==> src/rtl/evg_pkg.sv <==
package evg_pkg;

    localparam int CODE_W   = 8;
    localparam int NUM_SRC  = 3;
    localparam logic [CODE_W-1:0] NULL_CODE = '0;
    localparam logic [CODE_W-1:0] STOP_CODE = '1;

    typedef logic [CODE_W-1:0] code_t;

    typedef struct packed {
        logic  vld;
        code_t code;
    } evt_t;

    // source slots in priority order, lowest index wins
    typedef enum logic [1:0] {
        SRC_HW  = 2'd0,
        SRC_SEQ = 2'd1,
        SRC_SW  = 2'd2
    } src_e;

    function automatic evt_t make_evt(code_t c, logic v);
        evt_t e;
        e.vld  = v && (c != NULL_CODE);
        e.code = c;
        return e;
    endfunction

endpackage

==> src/rtl/evg_trig_in.sv <==
module evg_trig_in
    import evg_pkg::*;
#(
    parameter int NUM_TRIG = 8,
    localparam int TIDX_W  = (NUM_TRIG > 1) ? $clog2(NUM_TRIG) : 1
) (
    input  logic              clk,
    input  logic              rst,
    input  logic [NUM_TRIG-1:0] trig_in,
    input  logic              cfg_we,
    input  logic [TIDX_W-1:0] cfg_idx,
    input  code_t             cfg_code,
    output evt_t              hw_evt
);

    logic [NUM_TRIG-1:0] sync1_q, sync2_q, prev_q;
    logic [NUM_TRIG-1:0] rise;
    code_t               lane_code [NUM_TRIG];

    always_ff @(posedge clk) begin
        if (rst) begin
            sync1_q <= '0;
            sync2_q <= '0;
            prev_q  <= '0;
        end else begin
            sync1_q <= trig_in;
            sync2_q <= sync1_q;
            prev_q  <= sync2_q;
        end
    end

    always_ff @(posedge clk) begin
        for (int i = 0; i < NUM_TRIG; i++) begin
            if (rst)
                lane_code[i] <= NULL_CODE;
            else if (cfg_we && cfg_idx == TIDX_W'(i))
                lane_code[i] <= cfg_code;
        end
    end

    assign rise = sync2_q & ~prev_q;

    // lowest-numbered enabled lane wins
    always_comb begin
        hw_evt = '0;
        for (int i = NUM_TRIG - 1; i >= 0; i--) begin
            if (rise[i] && lane_code[i] != NULL_CODE)
                hw_evt = make_evt(lane_code[i], 1'b1);
        end
    end


    hw_from_input_chk: assert property (@(posedge clk) disable iff (rst)
        hw_evt.vld |-> $past(|trig_in, 2));

endmodule

==> src/rtl/evg_seq.sv <==
module evg_seq
    import evg_pkg::*;
#(
    parameter int DEPTH   = 16,
    parameter int STEP_W  = 12,
    parameter int DIV_W   = 8,
    localparam int ADDR_W = (DEPTH > 1) ? $clog2(DEPTH) : 1
) (
    input  logic              clk,
    input  logic              rst,
    input  logic              wr_en,
    input  logic              wr_bank,
    input  logic [ADDR_W-1:0] wr_addr,
    input  code_t             wr_code,
    input  logic [STEP_W-1:0] wr_step,
    input  logic              bank_req,
    input  logic [DIV_W-1:0]  step_div,
    input  logic              rev_tick,
    input  logic              ref_trig,
    output evt_t              seq_evt,
    output logic              busy,
    output logic              active
);

    localparam logic [ADDR_W-1:0] LAST_ADDR = ADDR_W'(DEPTH - 1);

    typedef struct packed {
        code_t             code;
        logic [STEP_W-1:0] step;
    } entry_t;

    entry_t            mem [2][DEPTH];
    entry_t            cur;
    logic [ADDR_W-1:0] addr_q;
    logic [STEP_W-1:0] step_cnt;
    logic [DIV_W-1:0]  pre_cnt;
    logic [DIV_W-1:0]  last_pre;
    logic              wr_ok;

    assign last_pre = (step_div == '0) ? '0 : step_div - DIV_W'(1);
    assign cur      = mem[active][addr_q];
    assign wr_ok    = wr_en && !(busy && wr_bank == active);

    // storage: empty banks hold the stop code
    always_ff @(posedge clk) begin
        if (rst) begin
            for (int b = 0; b < 2; b++)
                for (int a = 0; a < DEPTH; a++)
                    mem[b][a] <= '{code: STOP_CODE, step: '0};
        end else if (wr_ok) begin
            mem[wr_bank][wr_addr] <= '{code: wr_code, step: wr_step};
        end
    end

    always_ff @(posedge clk) begin
        if (rst) begin
            busy     <= 1'b0;
            active   <= 1'b0;
            addr_q   <= '0;
            step_cnt <= '0;
            pre_cnt  <= '0;
            seq_evt  <= '0;
        end else begin
            seq_evt <= '0;
            if (!busy) begin
                active <= bank_req;
                if (ref_trig) begin
                    busy     <= 1'b1;
                    addr_q   <= '0;
                    step_cnt <= '0;
                    pre_cnt  <= '0;
                end
            end else begin
                if (rev_tick) begin
                    if (pre_cnt >= last_pre) begin
                        pre_cnt  <= '0;
                        step_cnt <= step_cnt + STEP_W'(1);
                    end else begin
                        pre_cnt <= pre_cnt + DIV_W'(1);
                    end
                end
                if (cur.code == STOP_CODE) begin
                    busy   <= 1'b0;
                    active <= bank_req;
                end else if (step_cnt >= cur.step) begin
                    seq_evt <= make_evt(cur.code, 1'b1);
                    if (addr_q == LAST_ADDR) begin
                        busy   <= 1'b0;
                        active <= bank_req;
                    end else begin
                        addr_q <= addr_q + ADDR_W'(1);
                    end
                end
            end
        end
    end


    start_by_ref_chk: assert property (@(posedge clk) disable iff (rst)
        $rose(busy) |-> $past(ref_trig));


    step_hold_chk: assert property (@(posedge clk) disable iff (rst)
        (busy && $past(busy) && !$past(rev_tick)) |-> $stable(step_cnt));


    bank_lock_chk: assert property (@(posedge clk) disable iff (rst)
        (busy && $past(busy)) |-> $stable(active));

endmodule

==> src/rtl/evg_arb.sv <==
module evg_arb
    import evg_pkg::*;
(
    input  logic  clk,
    input  logic  rst,
    input  evt_t  hw_evt,
    input  evt_t  seq_evt,
    input  evt_t  sw_evt,
    input  code_t dclk_bits,
    output logic [2*CODE_W-1:0] frame_out
);

    evt_t [NUM_SRC-1:0] src_in;
    evt_t [NUM_SRC-1:0] pend_q;
    evt_t [NUM_SRC-1:0] cand;
    logic               any_win;
    logic [1:0]         win_idx;

    assign src_in[SRC_HW]  = hw_evt;
    assign src_in[SRC_SEQ] = seq_evt;
    assign src_in[SRC_SW]  = sw_evt;

    generate
        for (genvar s = 0; s < NUM_SRC; s++) begin : g_cand
            assign cand[s] = pend_q[s].vld ? pend_q[s] : src_in[s];
        end
    endgenerate

    always_comb begin
        any_win = 1'b0;
        win_idx = '0;
        for (int s = NUM_SRC - 1; s >= 0; s--) begin
            if (cand[s].vld) begin
                any_win = 1'b1;
                win_idx = 2'(s);
            end
        end
    end

    always_ff @(posedge clk) begin
        if (rst) begin
            frame_out <= '0;
            pend_q    <= '0;
        end else begin
            frame_out <= {dclk_bits, any_win ? cand[win_idx].code : NULL_CODE};
            for (int s = 0; s < NUM_SRC; s++) begin
                if (src_in[s].vld && !pend_q[s].vld && win_idx != 2'(s))
                    pend_q[s] <= src_in[s];
                else
                    pend_q[s] <= '0;
            end
        end
    end


    null_frame_chk: assert property (@(posedge clk) disable iff (rst)
        !(cand[0].vld || cand[1].vld || cand[2].vld) |=> frame_out[CODE_W-1:0] == NULL_CODE);


    hw_first_chk: assert property (@(posedge clk) disable iff (rst)
        hw_evt.vld |=> frame_out[CODE_W-1:0] == $past(hw_evt.code));

endmodule

==> src/rtl/timing_event_gen.sv <==
module timing_event_gen
    import evg_pkg::*;
#(
    parameter int NUM_TRIG = 8,
    parameter int DEPTH    = 16,
    parameter int STEP_W   = 12,
    parameter int DIV_W    = 8
) (
    input  logic                         clk,
    input  logic                         rst,
    input  logic [NUM_TRIG-1:0]          trig_in,
    input  logic                         trig_cfg_we,
    input  logic [$clog2(NUM_TRIG)-1:0]  trig_cfg_idx,
    input  logic [7:0]                   trig_cfg_code,
    input  logic                         sw_we,
    input  logic [7:0]                   sw_code,
    input  logic                         ram_we,
    input  logic                         ram_bank,
    input  logic [$clog2(DEPTH)-1:0]     ram_addr,
    input  logic [7:0]                   ram_code,
    input  logic [STEP_W-1:0]            ram_step,
    input  logic                         bank_req,
    input  logic [DIV_W-1:0]             step_div,
    input  logic                         rev_tick,
    input  logic                         ref_trig,
    input  logic [7:0]                   dclk_bits,
    output logic [15:0]                  frame_out,
    output logic                         seq_busy,
    output logic                         active_bank
);

    evt_t hw_evt, seq_evt, sw_evt;

    assign sw_evt = make_evt(sw_code, sw_we);

    evg_trig_in #(.NUM_TRIG(NUM_TRIG)) u_trig (
        .clk      (clk),
        .rst      (rst),
        .trig_in  (trig_in),
        .cfg_we   (trig_cfg_we),
        .cfg_idx  (trig_cfg_idx),
        .cfg_code (trig_cfg_code),
        .hw_evt   (hw_evt)
    );

    evg_seq #(.DEPTH(DEPTH), .STEP_W(STEP_W), .DIV_W(DIV_W)) u_seq (
        .clk      (clk),
        .rst      (rst),
        .wr_en    (ram_we),
        .wr_bank  (ram_bank),
        .wr_addr  (ram_addr),
        .wr_code  (ram_code),
        .wr_step  (ram_step),
        .bank_req (bank_req),
        .step_div (step_div),
        .rev_tick (rev_tick),
        .ref_trig (ref_trig),
        .seq_evt  (seq_evt),
        .busy     (seq_busy),
        .active   (active_bank)
    );

    evg_arb u_arb (
        .clk       (clk),
        .rst       (rst),
        .hw_evt    (hw_evt),
        .seq_evt   (seq_evt),
        .sw_evt    (sw_evt),
        .dclk_bits (dclk_bits),
        .frame_out (frame_out)
    );

endmodule

==> config.mk <==
export PLATFORM = sky130hd
export DESIGN_NAME = timing_event_gen
export DESIGN_NICKNAME = d
export VERILOG_FILES = /design/src/rtl/evg_pkg.sv /design/src/rtl/evg_trig_in.sv /design/src/rtl/evg_seq.sv /design/src/rtl/evg_arb.sv /design/src/rtl/timing_event_gen.sv
export SDC_FILE = /design/constraint.sdc
export NUM_CORES = 1
export LEC_CHECK = 0
export CAP_MARGIN = 15
export CORE_MARGIN = 2
export CORE_UTILIZATION = 55
export CTS_BUF_LIST = sky130_fd_sc_hd__clkbuf_16
export CTS_CLUSTER_SIZE = 8
export DETAILED_ROUTE_END_ITERATION = 7
export HOLD_SLACK_MARGIN = 0.06
export PLACE_DENSITY = 0.84
export SYNTH_ARGS = -nofsm -noshare
export SYNTH_HDL_FRONTEND = slang
export SYNTH_SLANG_ARGS = --single-unit
==> constraint.sdc <==
create_clock -name clk -period 4.25 [get_ports clk]
set_clock_uncertainty 0.05 [all_clocks]
set_input_delay 0.85 -clock clk [delete_from_list [all_inputs] [get_ports clk]]
set_output_delay 0.85 -clock clk [all_outputs]
set_load 0.1 [all_outputs]
==> metrics.yaml, run 1 <==
outcome: "complete, no violations"
rows: 92
cp_num_buf_inv: 1
rsz0062_at_grt: "no"
cts_hold_buf: 0
grt_pass1_wl_mm: 136
drv_slew: 0
synth_top_area_share_pct: 61.0
first_pass_iters: 6
cp_data_required_time_ns: 4.82
cts_tree: "built"
cts.sinks: 807
power.density_nw_per_um2: 454
final_util_pct: 64.1
viasPerCell: 6.55
layout.nets: 2494
wl_per_cell_um: 28.1
avgSynthCellArea_um2: 15.6
drt_iter0_markers: 2867
path_delay_family: "compound AO/OA/AOI/OAI gates"
vias: 21500
grt-ovfl-total: 0
seq_area_um2: 23200
die_area_um2: 65000
finalSetupViolations: 0
path_cells: "mux4_2, mux4_2, mux2i_2, buf_4, ha_1, a2111o_1, a31oi_1, o21ai_0, a221oi_2, o21ai_2, and4_1, a21oi_1, a31o_2"
totalWireLength_mm: 92.3
post_layout_nonfiller_instances: 3287
synth_warnings: 0
synth.area.top_cells: "edfxtp_1 61%, mux4_2 11%, dfxtp_1 6.0%"
fmax_mhz: 242
antenna_found_initial: 3
synth_cell_type_count: 71
setup_ws_ns: 0.114
ys.flop_type: "edfxtp_1"
pre_cts_ws_ns: -0.231
htreeDepth: 3
ios: 94
crit_top_cell: "mux4_2"
initial_core_util_pct: 55.3
cpPeakStageDelay_ns: 0.67
slowest_stage: "dfxtp_4"
synth_seq_cells: 807
syn_area_um2: 34600
gr-usage-all-layers_pct: 28.6
yosysTopAreaCell: "edfxtp_1"
drc: 0
synth_edf_count: 704
min_path_type: "register to register"
cts_buffer_depth: 3
seq_area_frac_synth_pct: 67.0
port_buffers: 93
clk_pin_slew_ns: 0.06
worstMarginPinSlew_ns: 1.06
slew_headroom_pct: 29.2
clk_latency_ns: 0.68
syn_inst: 2214
async_flop_share_pct: 0
p_leak_nw: 13.7
syn_to_final_growth_pct: 15.9
first_global_vias: 22100
gp_congestion: 0.890
drive_gt1_share_pct: 19.8
grt_max_degree: 81
dpl.hpwl_mm: 55.6
cp.arrival_ns: 4.70
start_kind: "register"
die_x_um: 255
hold_viol: 0
ir_worst_vdd_uv: 346
multi_input_area_um2: 10700
fin_total_pwr_mw: 18.2
core_area_um2: 62600
die_y_um: 255
place_inst: 3125
fillCellCount: 4127
fin_crit_sh_pct: 97.3
endpoint_kind: "register"
cp_max_fo: 27
cts_buffers: 111
path_class: "register to register"
drv_cap: 0
post-route-min-period_ns: 4.14
cts_root_buf: "clkbuf_16"
ant_nets: 0
[worst paths after layout]
kind | endpoint | slack, ns | cells after the start | from
worst max-delay path | u_seq.addr_q[2] | 0.11 | 13 | u_seq.addr_q[0]
worst min-delay path | u_trig.sync2_q[6] | 0.38 | 1 | u_trig.sync1_q[6]
worst max register to register | u_seq.addr_q[2] | 0.11 | 13 | u_seq.addr_q[0]
worst min register to register | u_trig.sync2_q[6] | 0.38 | 1 | u_trig.sync1_q[6]
[repair_timing]
item,4_1_cts,5_1_grt
buffers inserted,2,0
setup endpoints to repair,2,13
endpoints found under the hold margin,0,0
resized for setup,1,3
[cell usage after synthesis (all sizes together), types with 4 or more instances]
library cell  number
a22oi             13
o22ai             21
nand4              8
a31oi              4
ha                24
o21a              16
nand2             76
inv               22
nor2              69
buf               38
o22a               7
nand3             20
nor2b             40
nor4              27
nand3b            10
a31o              11
o21ai             24
mux2               4
or2               33
clkbuf           117
and3              94
or3               70
a22o               8
o221ai             8
a21o               8
a21oi             64
dfxtp            103
mux2i             62
and2             180
nor3              11
edfxtp           704
nand2b            90
mux4             168
a311oi             9
o21bai             6
a211oi            10
[cells in the final DEF (no fill, tap or decap), types with 60 or more instances in the layout]
master and n:
buf_4 111, and3_1 93, or3_1 70, mux4_2 168, nand2b_1 90, and2_1 178
mux2i_1 61, dfxtp_1 99, nand2_1 75, clkbuf_16 111, inv_1 60, edfxtp_1 704
clkdlybuf4s50_1 92, nor2_1 68
[layout make-up]
class / instances / area share [%]
antenna: 2 / 0.0125
tap: 846 / 2.64
multi-input combinational: 1238 / 26.8
inverter: 22 / 0.206
timing repair buffer: 214 / 4.89
clock inverter: 47 / 0.797
sequential: 807 / 57.8
clock buffer: 111 / 6.91
[routing by layer]
metal	share of wire (%)	wire (µm)	global-route usage, %
met5	0.028	26	0
met4	5.3	4930	15.2
met3	11	10500	6.65
met2	49	45200	47.0
met1	34	31600	35.5
[power breakdown]
group	switching [mW]	internal (mW)	total, mW
Sequential	0.122	8.96	9.08
Combinational	0.787	0.430	1.22
Clock	3.29	4.64	7.92
Total	4.20	14.0	18.2
[cell families (layout without fill, tap and decap cells)]
family                   count (synthesis)  count (layout)  share of synthesized area (%)
buffers and inverters                  177             394                           2.27
multiplexers                           234             234                           12.8
flip-flops                             807             807                           67.0
XOR/XNOR                                 6               6                          0.152
adder cells (fa/ha/maj)                 24              24                          0.867
AND/OR/NAND/NOR                        739             739                           12.4
other                                    1              11                         0.0108
AO/OA/AOI/OAI                          226             226                           4.44
[metrics by stage]
step	TNS [ns]	hold slack [ns]	instance area (µm²)
floorplan	0	0.364	34700
global placement	-0.980	0.380	37000
detailed placement	-1.52	0.372	37000
CTS	0	0.385	40200
global route	0	0.401	40200
finish	0	0.384	40200
[sequential cells by signal, indices dropped and copies added (netlist names), named ones only]
signal            cells
u_arb.pend_q         27
u_seq.active          1
u_trig.sync1_q        8
u_arb.frame_out      16
u_seq.addr_q          4
u_seq.mem           640
u_trig.sync2_q        8
u_seq.busy            1
u_trig.prev_q         8
u_trig.lane_code     64
u_seq.step_cnt       12
u_seq.seq_evt         9
u_seq.pre_cnt         8
No activity file was read; power rests on OpenSTA's default activity.
==> run 2, diff against run 1 <==
MAX_ROUTING_LAYER = met4   (was unset)
==> run 2 against run 1 <==
Net effect: first-iteration DRC count fell by 0.59%; sequential share of layout area rose by 0.070 points; global-route usage rose by 0.94 points; critical path depth did not move; die area did not move; sequential cell count did not move; register-to-register slack improved by 0.02 ns; via count rose by 0.39%; power fell by 0.88%; clock power fell by 2%; largest cell class unchanged; non-clock buffer count rose by 1.
==> metrics.yaml, run 2 (synthesis gave the netlist of run 1 again) <==
switchingPower_mw: 4.07  # -3.0%
drt_iter0_markers: 2850  # -0.59%
grt-ovfl-total: 0  # unchanged
hold_viol: 0  # unchanged
post_layout_nonfiller_instances: 3286  # -0.030%
endpoint_kind: "register"
min_path_type: "register to register"
slowest_stage: "mux4_2"
seq_area_um2: 23200  # unchanged
ir_worst_vdd_uv: 288  # -17%
grt_pass1_wl_mm: 136  # -0.11%
final.setup.tns_ns: 0  # unchanged
path_delay_family: "multiplexers"
clk_latency_ns: 0.66  # -0.02 ns
placement.cell_area_um2: 37000  # about the same
fillCellCount: 4128  # +0.024%
first_pass_iters: 8  # +2
outcome: "complete, no violations"
totalWireLength_mm: 92.6  # +0.33%
drv_cap: 0  # unchanged
cts_root_buf: "clkbuf_16"
cts_buffers: 110  # -0.90%
place_inst: 3126  # +0.032%
min_to: "u_trig.sync2_q[5]"
timing.rr.end: "u_seq.addr_q[2]"
top_register: "u_seq.mem"
min_path_cells: 1  # unchanged
htreeDepth: 3  # unchanged
core_area_um2: 62600  # unchanged
first_global_vias: 22000  # -0.36%
fin_crit_sh_pct: 96.9  # -0.41 points
largest_reg_flops: 640  # unchanged
vias: 21600  # +0.39%
layout_commonest_cell: "edfxtp_1"
drive_gt1_share_pct: 19.9  # +0.098 points
slew_headroom_pct: 29.1  # -0.098 points
die_x_um: 255  # unchanged
cp_data_required_time_ns: 4.79  # -0.03 ns
worstMarginPinSlew_ns: 1.06  # +0.00146 ns
die_area_um2: 65000  # unchanged
drc: 0  # unchanged
start_kind: "register"
drv_slew: 0  # unchanged
setup_ws_ns: 0.131  # +0.0173 ns
layout.nets: 2494  # unchanged
finalSetupViolations: 0  # unchanged
combPwrFrac_pct: 6.7  # about the same
antenna_found_initial: 2  # -1
cts.sinks: 807  # unchanged
p_int_mw: 14.0  # -0.24%
power.density_nw_per_um2: 450  # -0.76%
fmax_mhz: 243  # +0.42%
cts_hold_buf: 0  # unchanged
top_regs: "u_seq.mem: 640 flops, u_trig.lane_code: 64 flops, u_arb.pend_q: 27 flops"
cp_num_buf_inv: 3  # +2
syn_to_final_growth_pct: 15.8
path_cells: "buf_12, buf_12, buf_4, mux4_2, mux4_2, mux2i_1, ha_1, o211a_1, a221oi_2, o21ai_2, and4_1, a21oi_1, a31o_2"
postLayoutCellArea_um2: 40100  # -0.12%
clk_pin_slew_ns: 0.05  # about the same
viasPerCell: 6.57  # +0.42%
gp_congestion: 0.906  # +1.8%
multi_input_area_um2: 10800  # +0.20%
post-route-min-period_ns: 4.12  # -0.0173 ns
path_class: "register to register"
ant_nets: 0  # unchanged
gr-usage-all-layers_pct: 29.5  # +0.94 points
clkPwrFrac_pct: 42.9  # -0.6 points
cp_max_fo: 22  # -19%
port_buffers: 93  # unchanged
hp-start: "u_trig.sync1_q[5]"
rows: 92  # unchanged
die_y_um: 255  # unchanged
layout_common_cells: "704 x edfxtp_1, 178 x and2_1, 168 x mux4_2"
hold_slack_ns: 0.385  # +0.000874 ns
grt_max_degree: 81  # unchanged
dpl.hpwl_mm: 55.8  # +0.47%
initial_core_util_pct: 55.3  # unchanged
seqPwrFrac_pct: 50.3  # +0.4 points
cts_tree: "built"
pre_cts_ws_ns: -0.411  # -0.180 ns
ios: 94  # unchanged
rsz0062_at_grt: "no"
cts_buffer_depth: 3  # unchanged
cpPeakStageDelay_ns: 0.57  # -0.10 ns
worstRegToRegCells: 13  # unchanged
ff2ff_setup_slack_ns: 0.13  # +0.02 ns
p_leak_nw: 13.6  # -0.16%
wl_per_cell_um: 28.2  # +0.37%
cp.arrival_ns: 4.66  # -0.04 ns
swShare_pct: 22.5  # -0.49 points
[run 2: changes by cell type in the layout (fill, tap and decap cells not counted), sizes merged]
cell and delta:
buf +1, clkinv -4, diode +1, inv +1
[run 2: repair_timing]
item,CTS,global route
setup buffers,2,0
gates resized for setup,1,6
endpoints found under the setup margin,11,13
[run 2: worst max-delay path by stage]
stage | to | slack (ns) | cells past startpoint | start
after CTS | u_seq.addr_q[2] | 0.01 | 14 | register
after global routing | u_seq.addr_q[2] | 0.01 | 14 | register
final | u_seq.addr_q[2] | 0.13 | 13 | register
after global placement | u_seq.step_cnt[7] | -0.26 | 16 | step_div[5]
after detailed placement | u_seq.step_cnt[7] | -0.41 | 16 | step_div[4]
after floorplan | u_seq.addr_q[2] | 0.03 | 17 | register
[run 2: power groups by stage]
stage / combinational [mW] / clock [mW] / sequential (mW)
final: 1.22 / 7.76 / 9.09
after global routing: 1.27 / 8.11 / 9.10
after CTS: 1.20 / 7.79 / 9.08
after detailed placement: 1.18 / 0 / 9.23
after global placement: 1.15 / 0 / 9.20
after floorplan: 0.628 / 0 / 9.26
[run 2: final cells by class]
class	count	share of cell area, %
multi-input cells	1238	26.8
diodes	3	0.0187
clock buffers	111	6.92
flip-flops and latches	807	57.9
well taps	846	2.64
clock inverters	44	0.577
repair buffers	215	4.94
inverters	22	0.206
[run 2: per-stage QoR]
stage,util [%],power (mW)
4_1_cts,64.0,18.1
3_3_place_gp,59.1,10.3
5_1_grt,64.1,18.5
3_5_place_dp,59.1,10.4
2_1_floorplan,-,9.89
6_report,64.1,18.1
[run 2: layer usage]
metal,GRT usage (%),wire [µm],up-vias
met4,14.0,4310,0
met2,47.1,45800,1589
li1,-,-,8869
met5,-,0,-
met1,36.9,32600,10800
met3,5.42,9910,323
